File: src/rtl/rx_buf_pkg.sv
package rx_buf_pkg;
   // Position of each error flag above the data byte
   localparam int ERR_FRAME_BIT  = 0;
   localparam int ERR_PARITY_BIT = 1;
   localparam int ERR_BREAK_BIT  = 2;
   localparam int ERR_OVR_BIT    = 3;

   localparam int DEF_DATA_W = 8;
   localparam int DEF_ERR_W  = 4;
   localparam int DEF_DEPTH  = 16;
   localparam int DEF_TRIG   = 1;
endpackage

File: src/rtl/rx_buf_store.sv
module rx_buf_store #(
   parameter int DEPTH   = 16,
   parameter int ENTRY_W = 12,
   localparam int PTR_W  = $clog2(DEPTH)
) (
   input  logic               clk,
   input  logic               rst_n,
   input  logic               wr_en,
   input  logic [PTR_W-1:0]   wr_ptr,
   input  logic [ENTRY_W-1:0] wr_data,
   input  logic [PTR_W-1:0]   rd_ptr,
   output logic [ENTRY_W-1:0] rd_data
);
   logic [ENTRY_W-1:0] slot_q [DEPTH];

   for (genvar gi = 0; gi < DEPTH; gi++) begin : g_slot
      always_ff @(posedge clk or negedge rst_n) begin
         if (!rst_n)
            slot_q[gi] <= '0;
         else if (wr_en && (wr_ptr == PTR_W'(gi)))
            slot_q[gi] <= wr_data;
      end
   end

   assign rd_data = slot_q[rd_ptr];
endmodule

File: src/rtl/rx_buf_ctrl.sv
module rx_buf_ctrl #(
   parameter int DEPTH    = 16,
   parameter int TRIG_LVL = 1,
   localparam int PTR_W   = $clog2(DEPTH),
   localparam int CNT_W   = $clog2(DEPTH + 1)
) (
   input  logic             clk,
   input  logic             rst_n,
   input  logic             push_req,
   input  logic             pop_req,
   input  logic             mode_wr,
   input  logic             mode_val,
   output logic [CNT_W-1:0] cnt,
   output logic [PTR_W-1:0] rd_ptr,
   output logic [PTR_W-1:0] wr_ptr,
   output logic             push_ok,
   output logic             pop_take,
   output logic             fifo_mode,
   output logic             full,
   output logic             empty,
   output logic             irq,
   output logic             overrun
);
   localparam logic [CNT_W-1:0] CNT_MAX  = CNT_W'(DEPTH);
   localparam logic [CNT_W-1:0] CNT_TRIG = CNT_W'(TRIG_LVL);
   localparam logic [CNT_W-1:0] CNT_LOW  = CNT_W'(TRIG_LVL - 1);

   logic [CNT_W-1:0] cnt_q, cnt_mid, cnt_nxt;
   logic [PTR_W-1:0] rd_q;
   logic             mode_q, full_q, empty_q, irq_q, ovr_q;
   logic             flush, room, pop_adv;

   assign flush    = mode_wr && (mode_val != mode_q);
   assign room     = mode_q ? (cnt_q < CNT_MAX) : (cnt_q == '0);
   assign push_ok  = push_req && room && !flush;
   assign pop_take = pop_req && !flush;
   assign pop_adv  = pop_take && (cnt_q != '0);
   // A read is applied before a push of the same cycle
   assign cnt_mid  = cnt_q - CNT_W'(pop_adv);
   assign cnt_nxt  = cnt_mid + CNT_W'(push_ok);

   always_ff @(posedge clk or negedge rst_n) begin
      if (!rst_n) begin
         cnt_q   <= '0;
         rd_q    <= '0;
         mode_q  <= 1'b0;
         full_q  <= 1'b0;
         empty_q <= 1'b1;
         irq_q   <= 1'b0;
         ovr_q   <= 1'b0;
      end else begin
         ovr_q <= push_req && !room && !flush;
         if (mode_wr)
            mode_q <= mode_val;
         if (flush) begin
            cnt_q   <= '0;
            rd_q    <= '0;
            full_q  <= 1'b0;
            empty_q <= 1'b1;
            irq_q   <= 1'b0;
         end else begin
            cnt_q <= cnt_nxt;
            if (pop_adv)
               rd_q <= rd_q + PTR_W'(1);
            if (push_ok)
               full_q <= !mode_q || (cnt_nxt == CNT_MAX);
            else if (pop_take)
               full_q <= 1'b0;
            if (push_ok)
               empty_q <= 1'b0;
            else if (pop_take && (cnt_mid == '0))
               empty_q <= 1'b1;
            if (push_ok && (cnt_nxt == CNT_TRIG))
               irq_q <= 1'b1;
            else if (pop_take && (cnt_mid == CNT_LOW))
               irq_q <= 1'b0;
         end
      end
   end

   assign cnt       = cnt_q;
   assign rd_ptr    = rd_q;
   assign wr_ptr    = rd_q + cnt_q[PTR_W-1:0];
   assign fifo_mode = mode_q;
   assign full      = full_q;
   assign empty     = empty_q;
   assign irq       = irq_q;
   assign overrun   = ovr_q;
endmodule

File: src/rtl/rx_buf_status.sv
module rx_buf_status #(
   parameter int ERR_W = 4
) (
   input  logic             clk,
   input  logic             rst_n,
   input  logic             cap_en,
   input  logic [ERR_W-1:0] err_in,
   output logic [ERR_W-1:0] status
);
   logic [ERR_W-1:0] stat_q;

   always_ff @(posedge clk or negedge rst_n) begin
      if (!rst_n)
         stat_q <= '0;
      else if (cap_en)
         stat_q <= err_in;
   end

   assign status = stat_q;
endmodule

File: src/rtl/uart_rx_buffer.sv
module uart_rx_buffer #(
   parameter int DATA_W   = rx_buf_pkg::DEF_DATA_W,
   parameter int ERR_W    = rx_buf_pkg::DEF_ERR_W,
   parameter int DEPTH    = rx_buf_pkg::DEF_DEPTH,
   parameter int TRIG_LVL = rx_buf_pkg::DEF_TRIG,
   localparam int ENTRY_W = DATA_W + ERR_W,
   localparam int PTR_W   = $clog2(DEPTH),
   localparam int CNT_W   = $clog2(DEPTH + 1)
) (
   input  logic               clk,
   input  logic               rst_n,
   input  logic               rx_valid,
   input  logic [ENTRY_W-1:0] rx_entry,
   input  logic               rx_break,
   input  logic               lc_wr,
   input  logic               lc_fifo_en,
   input  logic               rd_strobe,
   output logic [ENTRY_W-1:0] rd_entry,
   output logic [ERR_W-1:0]   rx_status,
   output logic               flag_full,
   output logic               flag_empty,
   output logic               rx_irq,
   output logic               rx_overrun
);
   localparam logic [ENTRY_W-1:0] BREAK_MARK =
      ENTRY_W'(1) << (DATA_W + rx_buf_pkg::ERR_BREAK_BIT);

   if (DEPTH < 2 || (DEPTH & (DEPTH - 1)) != 0) begin : g_bad_depth
      $error("DEPTH must be a power of two of at least 2");
   end
   if (TRIG_LVL < 1 || TRIG_LVL > DEPTH) begin : g_bad_trig
      $error("TRIG_LVL must lie in 1..DEPTH");
   end
   if (ERR_W <= rx_buf_pkg::ERR_BREAK_BIT) begin : g_bad_err
      $error("ERR_W too narrow for the break bit");
   end

   logic [CNT_W-1:0]   cnt_w;
   logic [PTR_W-1:0]   rd_ptr_w, wr_ptr_w;
   logic               push_req, push_ok, pop_take, mode_w;
   logic [ENTRY_W-1:0] push_val;

   assign push_req = rx_valid || rx_break;
   assign push_val = rx_break ? BREAK_MARK : rx_entry;

   rx_buf_ctrl #(.DEPTH(DEPTH), .TRIG_LVL(TRIG_LVL)) u_ctrl (
      .clk       (clk),
      .rst_n     (rst_n),
      .push_req  (push_req),
      .pop_req   (rd_strobe),
      .mode_wr   (lc_wr),
      .mode_val  (lc_fifo_en),
      .cnt       (cnt_w),
      .rd_ptr    (rd_ptr_w),
      .wr_ptr    (wr_ptr_w),
      .push_ok   (push_ok),
      .pop_take  (pop_take),
      .fifo_mode (mode_w),
      .full      (flag_full),
      .empty     (flag_empty),
      .irq       (rx_irq),
      .overrun   (rx_overrun)
   );

   rx_buf_store #(.DEPTH(DEPTH), .ENTRY_W(ENTRY_W)) u_store (
      .clk     (clk),
      .rst_n   (rst_n),
      .wr_en   (push_ok),
      .wr_ptr  (wr_ptr_w),
      .wr_data (push_val),
      .rd_ptr  (rd_ptr_w),
      .rd_data (rd_entry)
   );

   rx_buf_status #(.ERR_W(ERR_W)) u_status (
      .clk    (clk),
      .rst_n  (rst_n),
      .cap_en (pop_take),
      .err_in (rd_entry[ENTRY_W-1:DATA_W]),
      .status (rx_status)
   );
endmodule

File: config.mk
export PLATFORM = sky130hd
export DESIGN_NAME = uart_rx_buffer
export DESIGN_NICKNAME = d
export VERILOG_FILES = /design/src/rtl/rx_buf_pkg.sv /design/src/rtl/rx_buf_store.sv /design/src/rtl/rx_buf_ctrl.sv /design/src/rtl/rx_buf_status.sv /design/src/rtl/uart_rx_buffer.sv
export SDC_FILE = /design/constraint.sdc
export NUM_CORES = 1
export LEC_CHECK = 0
export BUFFER_PORTS_ARGS = -buffer_cell sky130_fd_sc_hd__buf_2
export CORE_ASPECT_RATIO = 1.25
export CORE_UTILIZATION = 55
export CTS_CLUSTER_SIZE = 16
export DETAILED_ROUTE_END_ITERATION = 10
export PLACE_DENSITY = 0.83
export SYNTH_ARGS = -nofsm -noshare
export SYNTH_HDL_FRONTEND = slang
export SYNTH_HIERARCHICAL = 1
export SYNTH_SLANG_ARGS = --single-unit
File: constraint.sdc
create_clock -name clk -period 2.9 [get_ports clk]
set_clock_uncertainty 0.1 [all_clocks]
set_input_delay 0.435 -clock clk [delete_from_list [all_inputs] [get_ports clk]]
set_output_delay 0.435 -clock clk [all_outputs]
set_load 0.05 [all_outputs]
==> run summary <==
status: finished, final reports clean
initial antenna violation count: 0
Crit Path Max Fanout: 7
final critical-path required period: 2900 ps
Max Fclk: 345 MHz
Mean Syn Cell Area: 15.0 sq um
vias in the first global route: 6791
die width: 122 um
DP Cell Count: 928
Antenna diodes: 0
clk slew on worst S/H paths: 60 ps
Setup CP Type: flop to output port
Final Setup Violations: 0
Synth Register Bits: 210
Post-synth EDFFs: 0
via count: 6126
drt drc: 0
number of detailed-route iterations in the first pass: 6
CP max stage delay: 530 ps
Max Cap Viol: 0
reg2reg setup slack: 30 ps
met1 Usage GRT: 33.7%
CP Cell Sequence: buf_12 -> buf_16 -> mux4_2 -> a22oi_2 -> nand2_2 -> buf_6
met2 GRT Util: 47.5%
Mapped Cells: 658
TritonCTS clock tree: done
adder-cell area share of the yosys netlist: 1.22%
num rows: 54
Initial DRC Count: 368
Area growth syn-to-layout: 19.5%
leak pwr: 5.51 nW
sequential area share after synthesis: 53.3%
CP Buf/Inv Count: 3
post-route ant nets: 0
routed wire length: 24400 um
Root Driver: clkbuf_16
Yosys cell types: 44
RSZ-0062 raised after global routing: yes
HPWL after DPL: 14500 um
Initial Util: 56.3%
layout cell share with drive strength beyond 1: 56.5%
RePlAce Congestion: 0.859
Slew Limit Fails: 0
CP Capture Type: output port
DIE HEIGHT: 152 um
Post-synth ARST share: 100%
post-DR vias/cell: 6.26
CTS Sinks: 210
Main synth FF type: dfrtp_1
fin crit share: 99.8%
fin cells: 978
setup ws final: 4.41 ps
pin count of the biggest net entering global routing: 66
worst slack at placement: -78.4 ps
power density over the cells: 1110 nW/um^2
total congestion overflow: 0
first-pass GRT wire length: 37600 um
Die ar.: 18500 sq um
number of I/O pins: 39
Skew-Pair Late Insertion Delay: 510 ps
commonest non-fill, non-tap cell in the layout: dfrtp_1
Syn. warnings: 6
CTS max path bufs: 3
Worst EP arrival: 2360 ps
post-synthesis xor/xnor area fraction: 1.22%
mapped cell area: 9860 sq um
post-synthesis simple-gate area fraction: 4.68%
Synth Area in Compound Gates: 3.26%
Startpoint Class: flop
Routed wire per std cell: 24.9 um
nets: 768
Slew @ Worst Pin: 1100 ps
Mapped Nets: 686
total track usage: 27.6%
met3 Use GR: 4.38%
H-tree levels: 1
Max IR drop VDD: 879 uV
PortBufs: 38
mux contribution to synthesized area: 33.5%
Crit path required time: 2370 ps
Crit path max-delay family: multiplexers
Fin. Hold Viols: 0
HP Class: input port to flop
largest family of logic cells by synthesized area: multiplexers
most frequent cells in the layout: dfrtp_1 (207), mux2_2 (196), buf_4 (55)
Worst slew margin: 26.7%
CTS buffer count: 22
FILL cells: 1132
most used routing layer: met2
core area: 17500 sq um
CP max-delay cell: mux4_2
[sequential cells by signal (all words and copies together) (netlist names)]
register,count
u_ctrl/cnt,5
u_ctrl/empty,1
u_ctrl/fifo_mode,1
u_ctrl/full,1
u_ctrl/irq,1
u_ctrl/overrun,1
u_ctrl/rd_ptr,4
u_status/status,4
u_store/slot_q,192
[cell usage after synthesis (2+ instances only)]
cell type,number,share of area (%)
nor2b_1,13,0.83
nand3b_1,5,0.38
dfrtp_1,209,53
mux4_2,48,11
a22oi_1,24,1.8
or3_1,5,0.32
xor2_1,3,0.27
nand2b_1,4,0.25
xnor2_1,5,0.44
mux2_2,196,22
ha_1,8,1.0
or2_1,2,0.13
inv_1,14,0.53
nor2_1,15,0.57
and2b_1,3,0.23
o21ai_0,6,0.30
buf_2,18,0.91
a21oi_1,5,0.25
buf_6,3,0.34
and2_1,5,0.32
nand3_1,6,0.30
buf_4,3,0.23
and3_1,2,0.13
nand2_1,16,0.61
clkbuf_1,21,0.80
[area by class of cell]
cell class / count / area [sq um] / share of cell area [%]
clock buffer: 33 / 673 / 5.72
clock inverter: 5 / 56.3 / 0.478
inverter: 14 / 52.6 / 0.446
multi-input combinational: 389 / 4510 / 38.3
sequential: 210 / 5260 / 44.7
tap: 224 / 280 / 2.38
timing repair buffer: 103 / 947 / 8.04
[metal layers]
metal | part of all wire [%] | vias to the layer above
met5 | 0 | -
met2 | 51 | 261
met1 | 38 | 3189
met4 | 4.9 | 0
met3 | 5.8 | 87
li1 | - | 2589
[worst paths after layout]
path                                  start                 to  depth (start not counted)
max                        u_ctrl/rd_ptr[0]        rd_entry[8]                          6
min                              lc_fifo_en   u_ctrl/fifo_mode                          3
max reg2reg                   u_ctrl/cnt[1]         u_ctrl/irq                          8
min reg2reg                    u_ctrl/empty       u_ctrl/empty                          2
max in group asynchronous             rst_n  u_store/slot_q[5]                          3
min in group asynchronous             rst_n         u_ctrl/irq                          2
[report_power, final]
part | total [mW] | internal, mW | switching, mW
sequential | 4.64 | 4.02 | 0.626
clock | 2.84 | 1.69 | 1.15
combinational | 5.58 | 2.83 | 2.74
total | 13.1 | 8.54 | 4.52
[per-stage QoR]
stage                     utilization (%)  hold slack, ps  cell area [sq um]  total power, mW  TNS [ps]
after floorplan                         -            39.4               9860             8.09         0
after global placement               60.4             310              10600             9.10         0
after detailed placement             60.4             319              10600             9.36     -78.4
after CTS                            66.0            75.7              11600             12.6     -35.4
after global routing                 67.3             109              11800             13.6      -214
final                                67.3            91.9              11800             13.1         0
[logic make-up after synthesis]
family,after synthesis
muxes,245
DFF,210
and+or+nand+nor,83
buffers and inverters,59
AOI/OAI and AO/OA,42
xor gates and xnor gates,10
adders and majority gates,9
[worst min-delay path, delay by kind of cell]
kind	cells	cell delay (ps)
and+or+nand+nor	1	50
buffers and inverters	1	100
AOI/OAI and AO/OA	1	70
[what timing repair did]
action / in CTS / in global routing
gates cloned: 4 / 2
hold endpoints to repair: 43 / 0
setup endpoints to repair: 14 / 48
resized for setup: 24 / 46
pin swaps: 1 / 16
buffers inserted: 2 / 4
hold buffers: 1 / 0
(Power assumes the default switching activity.)
